## config.mk

```make
export PLATFORM = sky130hd
export DESIGN_NAME = scl_clock_sync
export DESIGN_NICKNAME = d
export VERILOG_FILES = /design/src/rtl/scl_sync_pkg.sv /design/src/rtl/scl_sync_chain.sv /design/src/rtl/scl_phase_counter.sv /design/src/rtl/scl_clock_sync.sv
export SDC_FILE = /design/constraint.sdc
export NUM_CORES = 1
export LEC_CHECK = 0
export ABC_AREA = 1
export BUFFER_PORTS_ARGS = -buffer_cell sky130_fd_sc_hd__buf_2
export CORE_MARGIN = 1.5
export CORE_UTILIZATION = 30
export CTS_CLUSTER_DIAMETER = 50
export DETAILED_ROUTE_END_ITERATION = 10
export HOLD_SLACK_MARGIN = 0.02
export RECOVER_POWER = 100
export SKIP_LAST_GASP = 1
export SYNTH_ARGS = -nofsm -noshare
export SYNTH_HDL_FRONTEND = slang
export SYNTH_SLANG_ARGS = --single-unit
export TNS_END_PERCENT = 20
```

## constraint.sdc

```tcl
create_clock -name clk -period 3.1 [get_ports clk]
set_input_delay 0.31 -clock clk [delete_from_list [all_inputs] [get_ports clk]]
set_output_delay 0.31 -clock clk [all_outputs]
set_load 0.01 [all_outputs]
```

## src/rtl/scl_sync_pkg.sv

```systemverilog
package scl_sync_pkg;
   typedef enum logic [1:0] {
      PH_IDLE = 2'd0,
      PH_LOW  = 2'd1,
      PH_WAIT = 2'd2,
      PH_HIGH = 2'd3
   } phase_t;
endpackage

```

## src/rtl/scl_sync_chain.sv

```systemverilog
module scl_sync_chain #(
   parameter int   STAGES    = 2,
   parameter logic RESET_VAL = 1'b1
) (
   input  logic clk,
   input  logic rst_n,
   input  logic async_in,
   output logic sync_out
);
   logic [STAGES-1:0] chain_q;

   generate
      if (STAGES < 2) begin : g_bad_depth
         $error("scl_sync_chain: STAGES must be at least 2");
      end
   endgenerate

   always_ff @(posedge clk or negedge rst_n) begin
      if (!rst_n) chain_q[0] <= RESET_VAL;
      else        chain_q[0] <= async_in;
   end

   generate
      for (genvar s = 1; s < STAGES; s++) begin : g_stage
         always_ff @(posedge clk or negedge rst_n) begin
            if (!rst_n) chain_q[s] <= RESET_VAL;
            else        chain_q[s] <= chain_q[s-1];
         end
      end
   endgenerate

   assign sync_out = chain_q[STAGES-1];
endmodule

```

## src/rtl/scl_phase_counter.sv

```systemverilog
module scl_phase_counter #(
   parameter int CNT_W = 8
) (
   input  logic             clk,
   input  logic             rst_n,
   input  logic             clear,
   input  logic             advance,
   input  logic [CNT_W-1:0] limit,
   output logic [CNT_W-1:0] count,
   output logic             at_last
);
   localparam logic [CNT_W-1:0] ONE = CNT_W'(1);

   generate
      if (CNT_W < 2) begin : g_bad_width
         $error("scl_phase_counter: CNT_W must be at least 2");
      end
   endgenerate

   always_ff @(posedge clk or negedge rst_n) begin
      if (!rst_n)       count <= '0;
      else if (clear)   count <= '0;
      else if (advance) count <= count + ONE;
   end

   assign at_last = (count == (limit - ONE));

   // an advancing count never walks past the programmed last value
   a_r4_count_in_range: assert property (@(posedge clk) disable iff (!rst_n)
      (advance && !clear && limit >= CNT_W'(2)) |-> (count < limit - ONE));
endmodule

```

## src/rtl/scl_clock_sync.sv

```systemverilog
module scl_clock_sync #(
   parameter int CNT_W       = 8,
   parameter int SYNC_STAGES = 2
) (
   input  logic             clk,
   input  logic             rst_n,
   input  logic             enable,
   input  logic [CNT_W-1:0] low_cnt,
   input  logic [CNT_W-1:0] high_cnt,
   input  logic             scl_bus,
   output logic             scl_pull_low,
   output logic             bit_tick
);
   import scl_sync_pkg::*;

   localparam logic [CNT_W-1:0] MIN_PHASE = CNT_W'(2);

   phase_t           ph_q, ph_d;
   logic             scl_s;
   logic             cnt_clear, cnt_adv, cnt_last;
   logic [CNT_W-1:0] cnt_val, cnt_limit;
   logic             tick_d, tick_q;

   scl_sync_chain #(.STAGES(SYNC_STAGES), .RESET_VAL(1'b1)) u_sync (
      .clk      (clk),
      .rst_n    (rst_n),
      .async_in (scl_bus),
      .sync_out (scl_s)
   );

   assign cnt_limit = (ph_q == PH_HIGH) ? high_cnt : low_cnt;

   scl_phase_counter #(.CNT_W(CNT_W)) u_cnt (
      .clk     (clk),
      .rst_n   (rst_n),
      .clear   (cnt_clear),
      .advance (cnt_adv),
      .limit   (cnt_limit),
      .count   (cnt_val),
      .at_last (cnt_last)
   );

   always_comb begin
      ph_d      = ph_q;
      cnt_clear = 1'b1;
      cnt_adv   = 1'b0;
      tick_d    = 1'b0;
      if (!enable) begin
         ph_d = PH_IDLE;
      end else begin
         unique case (ph_q)
            PH_IDLE: ph_d = PH_LOW;
            PH_LOW: begin
               if (cnt_last) ph_d = PH_WAIT;
               else begin
                  cnt_clear = 1'b0;
                  cnt_adv   = 1'b1;
               end
            end
            PH_WAIT: begin
               if (scl_s) ph_d = PH_HIGH;
            end
            PH_HIGH: begin
               if (!scl_s) begin
                  ph_d = PH_LOW;
               end else if (cnt_last) begin
                  ph_d   = PH_LOW;
                  tick_d = 1'b1;
               end else begin
                  cnt_clear = 1'b0;
                  cnt_adv   = 1'b1;
               end
            end
            default: ph_d = PH_IDLE;
         endcase
      end
   end

   always_ff @(posedge clk or negedge rst_n) begin
      if (!rst_n) begin
         ph_q   <= PH_IDLE;
         tick_q <= 1'b0;
      end else begin
         ph_q   <= ph_d;
         tick_q <= tick_d;
      end
   end

   assign scl_pull_low = (ph_q == PH_LOW);
   assign bit_tick     = tick_q;

   // programmed phase lengths stay legal while running
   a_r4_limits_legal: assert property (@(posedge clk) disable iff (!rst_n)
      enable |-> (low_cnt >= MIN_PHASE && high_cnt >= MIN_PHASE));

   // disabling releases the line and silences the tick
   a_r2_disable_release: assert property (@(posedge clk) disable iff (!rst_n)
      !enable |=> (!scl_pull_low && !bit_tick));

   // an unfinished low phase keeps pulling
   a_r4_low_hold: assert property (@(posedge clk) disable iff (!rst_n)
      (enable && scl_pull_low && !cnt_last) |=> scl_pull_low);

   // a line held low by another master keeps the block waiting and released
   a_r6_wait_stretch: assert property (@(posedge clk) disable iff (!rst_n)
      (enable && ph_q == PH_WAIT && !scl_s) |=> (ph_q == PH_WAIT && !scl_pull_low));

   // a low seen during the high count restarts the low phase without a tick
   a_r7_early_low: assert property (@(posedge clk) disable iff (!rst_n)
      (enable && ph_q == PH_HIGH && !scl_s) |=> (scl_pull_low && !bit_tick));

   // the tick lasts one cycle and lines up with the pull-down
   a_r8_tick_single: assert property (@(posedge clk) disable iff (!rst_n)
      bit_tick |=> !bit_tick);
   a_r8_tick_in_low: assert property (@(posedge clk) disable iff (!rst_n)
      bit_tick |-> scl_pull_low);
endmodule

```

==> results of run 1 <==
cell usage in the layout, fill, tap and decap left out:
| cell | instances |
|---|---|
| nand2_4 | 1 |
| nand3_2 | 3 |
| nor2_2 | 11 |
| o211ai_2 | 1 |
| xor2_1 | 4 |
| nor2_4 | 1 |
| nand2_2 | 9 |
| a21oi_1 | 3 |
| buf_2 | 18 |
| or2_2 | 1 |
| dlygate4sd3_1 | 1 |
| nor2_1 | 7 |
| buf_4 | 1 |
| nand2_1 | 64 |
| nand3_1 | 18 |
| dfrtp_1 | 11 |
| clkbuf_8 | 3 |
| ha_1 | 5 |
| o21bai_2 | 1 |
| dfstp_2 | 2 |
| xnor2_1 | 2 |
| nand3_4 | 1 |
| inv_1 | 31 |
| nand4_1 | 1 |
| nor3_1 | 3 |
| clkbuf_1 | 4 |
| nand2_8 | 1 |
| nand3b_1 | 1 |
| inv_2 | 1 |
| o21ai_0 | 1 |
metal layers:
layer | track usage | vias to the layer above | wire, um
met4 | 0.0561 | 0 | 35
met5 | 0 | - | 0
met2 | 0.181 | 20 | 1020
met3 | 0.0183 | 4 | 86
met1 | 0.159 | 468 | 1230
li1 | - | 612 | -
per-stage QoR:
stage          power [mW]  std cells  setup slack, ps  hold slack [ps]
4_1_cts             0.765        261              600              156
5_1_grt             0.816        261              229              157
3_3_place_gp        0.614        256              641              205
2_1_floorplan       0.543        186              918             14.4
3_5_place_dp        0.611        256              621              205
6_report            0.736        261              517              166
cell families after synthesis:
family,after synthesis,share of synthesized area
AOI/OAI and AO/OA,6,0.0418
xor gates and xnor gates,6,0.0418
adders and majority gates,5,0.0498
buffers and inverters,34,0.113
DFF,13,0.261
and+or+nand+nor,122,0.493
worst max-delay path, stage by stage (launching register included):
cell and delay (ps):
dfrtp_1 400, ha_1 230, inv_2 250, nand2_1 120, nand2_1 190, ha_1 260
nand3_2 90, nor2_1 180, nand2_1 80, nand2_1 90, nand3_2 80, nor2_4 130
nand3_4 80, nand2_1 130, nand2_2 70, nand2_1 60, nand2_1 50
where the power goes:
part           internal (mW)  total [mW]  switching [mW]
clock network         0.0904       0.145          0.0548
registers              0.191       0.214          0.0228
logic                  0.134       0.377           0.243
total                  0.416       0.736           0.321
final cells by class:
cell class | count | area [sq um]
clock buffers | 4 | 45.0
multi-input cells | 139 | 766
fillers | 460 | 2590
inverters | 32 | 120
well taps | 50 | 62.6
flip-flops and latches | 13 | 328
repair buffers | 23 | 119
sequential cells by signal, indices dropped and copies added, names as in the netlist:
signal and count:
u_sync.sync_out 1, bit_tick 1, u_sync.chain_q 1, u_cnt.count 8, ph_q 2
timing repair:
| item | in CTS | in global routing |
|---|---|---|
| setup endpoints to repair | 0 | 0 |
| hold endpoints to repair | 11 | 0 |
| hold buffers | 1 | 0 |
final timing paths:
| kind | depth (start not counted) | startpoint | to |
|---|---|---|---|
| max in group asynchronous | 2 | rst_n | u_cnt.count[2]$_DFFE_PN0P_ |
| min | 1 | scl_bus | u_sync.chain_q[0]$_DFF_PN1_ |
| max | 16 | ph_q[0]$_DFFE_PN0P_ | ph_q[1]$_DFFE_PN0P_ |
| min in group asynchronous | 2 | rst_n | ph_q[0]$_DFFE_PN0P_ |
| max reg2reg | 16 | ph_q[0]$_DFFE_PN0P_ | ph_q[1]$_DFFE_PN0P_ |
| min reg2reg | 0 | u_sync.chain_q[0]$_DFF_PN1_ | u_sync.sync_out$_DFF_PN1_ |
==> impl_metrics.tcl, run 1 <==
set metrics [dict create \
    ant_nets 0 \
    synth_area_sq_um 1260 \
    io_buffers 21 \
    place_congestion 0.871 \
    synth_nets 211 \
    synth_enable_flop_cells 0 \
    utilization 0.357 \
    drtPass1Iterations 4 \
    synth_most_common_cell "nand2_1" \
    synth-warning-count 0 \
    cts_tree "done" \
    relSlewSlack 0.560 \
    crit_fanout 13 \
    syn2layout_area_growth_pct 14.5 \
    place_hpwl_um 2030 \
    grt_pass1_vias 1001 \
    finalMaxSlewViolations 0 \
    synth_top_area_cell "dfrtp_1" \
    clock_latency_ps 240 \
    status "finished clean" \
    design.die.area_sq_um 4590 \
    wl_um 2370 \
    wl_per_cell_um 9.08 \
    synthCells 186 \
    async_flop_share 1.00 \
    min_path_type "input pin to flip-flop" \
    antenna_found_initial 0 \
    p_leak_nw 0.737 \
    placed_area_sq_um 1410 \
    synth.distinct_cells 26 \
    crit_arrival_ps 2720 \
    placementRows 23 \
    critPathKind "flip-flop to flip-flop" \
    grt_overflow 0 \
    cts_root_buf "clkbuf_8" \
    route.detailed.drc 0 \
    cts.reportedPaths.clkPinSlew_ps 50 \
    tns_ps 0 \
    die_w_um 67.7 \
    cts-resized-gates 0 \
    syn_avg_cell_area_sq_um 6.76 \
    clock.fmax_mhz 387 \
    ys_seq_elements 13 \
    min_period_ps 2580 \
    startpoint_type "flip-flop" \
    setup_viol 0 \
    synth_area_leaders "dfrtp_1, nand2_1, inv_1" \
    ios 22 \
    post_cts_buffers 0 \
    fin_crit_sh 0.833 \
    htreeDepth 1 \
    drv_cap 0 \
    ir_drop_uv 219 \
    cts_buffers 3 \
    synth_top_area_frac 0.219 \
    synth_commonest_cells "nand2_1, inv_1, nand3_1" \
    tightestPinTransition_ps 660 \
    ys_seq_area_frac 0.261 \
    synthFlopType "dfrtp_1" \
    grtUsageTotal 0.118 \
    drive_gt1_frac 0.261 \
    nNetsFinal 237 \
    vias 1104 \
    routed_via_density 4.23 \
    clk_path_buf_depth 2 \
    fp.dieH_um 67.7 \
    drt-initial-drc-count 43 \
    required_ps 3230 \
    rsz0062_at_grt "false" \
    grt_max_degree 16 \
    grt_pass1_wl_um 4110 \
    skew_ps 3.11 \
    worstSetupEndpointType "flip-flop" \
    design_area_sq_um 1440 \
    initial_utilization 0.312 \
    coreArea_sq_um 4030 \
    diodes 0 \
    clkSinkCount 13 \
    hold_viol 0 \
    cellPowerDensity_nw_per_um2 511 \
    rrSetupSlack_ps 520 \
]
Note: power is estimated with default switching activity, not from simulation.
==> run 2: changes to the inputs <==
ABC_AREA = 0   (was 1)
clock period = 2.6 ns   (was 3.1 ns; I/O delays follow)
==> run 2 against run 1 <==
Synthesized area shrank 21%. First-iteration DRC count shrank 35%. Wire length shrank 17%. Largest cell class unchanged. Utilization grew 3.5 points. Maximum frequency grew 8.5%. Critical path depth shrank 7. Critical endpoint is now u_cnt.count[3]$_DFFE_PN0P_. Die area shrank 20%. Synthesized cell count shrank 46%. Global-route usage shrank 0.39 points. Sequential power grew 23%. Register-to-register slack lost 300 ps.
==> impl_metrics.tcl, run 2 <==
set metrics [dict create \
    grt_pass1_wl_um 3140 \
    clk_path_buf_depth 2 \
    mostFrequentLayoutCells "buf_2, nor2_1, dfrtp_1" \
    power_frac_seq 0.343 \
    nNetsFinal 152 \
    switching_share 0.389 \
    cts_tree "done" \
    critPathSlowestCell "or4b_1" \
    largest_register "u_cnt.count" \
    htreeDepth 1 \
    min_path_type "input pin to flip-flop" \
    ios 22 \
    tightestPinTransition_ps 679 \
    synth-warning-count 0 \
    cts_root_buf "clkbuf_4" \
    ir_drop_uv 171 \
    ant_nets 0 \
    hold_viol 0 \
    min_path_cells 1 \
    io_buffers 21 \
    fin_crit_sh 0.916 \
    placed_area_sq_um 1140 \
    path_delay_family "simple AND/OR/NAND/NOR gates" \
    synthFlopType "dfrtp_1" \
    syn_avg_cell_area_sq_um 9.90 \
    place_congestion 0.730 \
    tns_ps 0 \
    rrSetupSlack_ps 220 \
    synth.distinct_cells 34 \
    grt_max_degree 16 \
    synth_commonest_cells "dfrtp_1, nor2_1, xor2_1" \
    p_sw_mw 0.298 \
    crit_arrival_ps 2540 \
    async_flop_share 1.00 \
    routed_via_density 4.77 \
    grt_pass1_vias 782 \
    largest_reg_flops 8 \
    synth_area_leaders "dfrtp_1, mux2i_1, xor2_1" \
    diodes 0 \
    place_hpwl_um 1570 \
    hold_end "u_sync.chain_q[0]$_DFF_PN1_" \
    cellPowerDensity_nw_per_um2 629 \
    grt_overflow 0 \
    cts_buffers 3 \
    syn2layout_area_growth_pct 23.1 \
    synth_enable_flop_cells 0 \
    power_frac_clock 0.154 \
    status "finished clean" \
    power_mw 0.767 \
    antenna_found_initial 0 \
    min_from "scl_bus" \
    ff2ff_path_depth 9 \
    intPower_mw 0.468 \
    skew_ps 3.35 \
    grtUsageTotal 0.114 \
    relSlewSlack 0.547 \
    setup_viol 0 \
    whs_ps 89.6 \
    drv_cap 0 \
    utilization 0.393 \
    post_cts_buffers 0 \
    comb_power_share 0.503 \
    crit_fanout 8 \
    startpoint_type "flip-flop" \
    placementRows 20 \
    synth_nets 125 \
    finalMaxSlewViolations 0 \
    rsz0062_at_grt "true" \
    ys_seq_area_frac 0.331 \
    critPathKind "flip-flop to flip-flop" \
    coreArea_sq_um 3100 \
    path_cells "ha_2 > buf_4 > or4b_1 > o41ai_4 > a31o_2 > nand3_2 > nor3_2 > nand3b_4 > nor2_1" \
    clkSinkCount 13 \
    fp.dieH_um 60.4 \
    design_area_sq_um 1220 \
    critPathMaxStageDelay_ps 490 \
    required_ps 2760 \
    ys_seq_elements 13 \
    mostFrequentLayoutCell "buf_2" \
    clock.fmax_mhz 420 \
    design.die.area_sq_um 3650 \
    die_w_um 60.4 \
    reg2reg_to "u_cnt.count[3]$_DFFE_PN0P_" \
    synth_top_area_frac 0.278 \
    synthCells 100 \
    drive_gt1_frac 0.294 \
    cts.reportedPaths.clkPinSlew_ps 70 \
    synth_top_area_cell "dfrtp_1" \
    rr_startpoint "ph_q[0]$_DFFE_PN0P_" \
    worstSetupEndpointType "flip-flop" \
    wl_per_cell_um 11.6 \
    clock_latency_ps 260 \
    vias 811 \
    synth_area_sq_um 990 \
    min_period_ps 2380 \
    drt-initial-drc-count 28 \
    initial_utilization 0.319 \
    worst-path-buf-inv 1 \
    route.detailed.drc 0 \
    p_leak_nw 0.521 \
    wl_um 1980 \
    reg_top3 "u_cnt.count x8, ph_q x2" \
    drtPass1Iterations 3 \
]
[run 2: layout make-up]
| type | count | area, sq um |
|---|---|---|
| Clock buffer | 4 | 26.3 |
| Fill cell | 334 | 1880 |
| Inverter | 4 | 15.0 |
| Multi-Input combinational cell | 81 | 664 |
| Sequential cell | 13 | 328 |
| Tap cell | 44 | 55.1 |
| Timing Repair Buffer | 24 | 130 |
[run 2: per-stage QoR]
| stage | setup WS, ps | cells |
|---|---|---|
| 2_1_floorplan | 210 | 100 |
| 3_5_place_dp | 44.2 | 165 |
| 3_3_place_gp | 139 | 165 |
| 5_1_grt | 1.74 | 170 |
| 4_1_cts | 29.3 | 170 |
| 6_report | 218 | 170 |
[run 2: how the worst max path moves through the flow]
stage | start | end | slack (ps) | cells past startpoint
2_1_floorplan | ph_q[0]$_DFFE_PN0P_ | u_cnt.count[2]$_DFFE_PN0P_ | 210 | 12
3_5_place_dp | ph_q[0]$_DFFE_PN0P_ | u_cnt.count[6]$_DFFE_PN0P_ | 40 | 8
3_3_place_gp | ph_q[0]$_DFFE_PN0P_ | u_cnt.count[4]$_DFFE_PN0P_ | 140 | 8
4_1_cts | ph_q[0]$_DFFE_PN0P_ | u_cnt.count[6]$_DFFE_PN0P_ | 30 | 8
6_report | ph_q[0]$_DFFE_PN0P_ | u_cnt.count[3]$_DFFE_PN0P_ | 220 | 9
5_1_grt | ph_q[0]$_DFFE_PN0P_ | ph_q[1]$_DFFE_PN0P_ | 2 | 10
[run 2: power by group through the flow]
stage | sequential (mW) | combinational (mW) | clock, mW
after CTS | 0.262 | 0.361 | 0.125
after global placement | 0.263 | 0.350 | 0
after detailed placement | 0.267 | 0.358 | 0
final | 0.263 | 0.386 | 0.118
after global routing | 0.268 | 0.426 | 0.135
after floorplan | 0.256 | 0.295 | 0
[run 2: metal layers]
metal | up-vias | GRT usage | routed length, um
li1 | 409 | - | -
met1 | 384 | 0.139 | 941
met2 | 16 | 0.203 | 943
met3 | 2 | 0.0128 | 82
met4 | 0 | 0.0466 | 11
met5 | - | 0 | 0
[run 2: cell families (layout without fill, tap and decap cells)]
logic type | count (synthesis) | in the layout | share of synthesized area
mux | 9 | 9 | 0.0910
flops | 13 | 13 | 0.331
fa+ha+maj | 5 | 5 | 0.0632
compound gates | 11 | 11 | 0.0961
simple gates | 39 | 39 | 0.226
buf+inv | 6 | 32 | 0.0417
xor+xnor | 17 | 17 | 0.150
[run 2: what timing repair did]
action | in CTS | in global routing
hold buffers | 1 | 0
hold endpoints to repair | 11 | 0
endpoints found under the setup margin | 0 | 9
gates resized for setup | 0 | 8
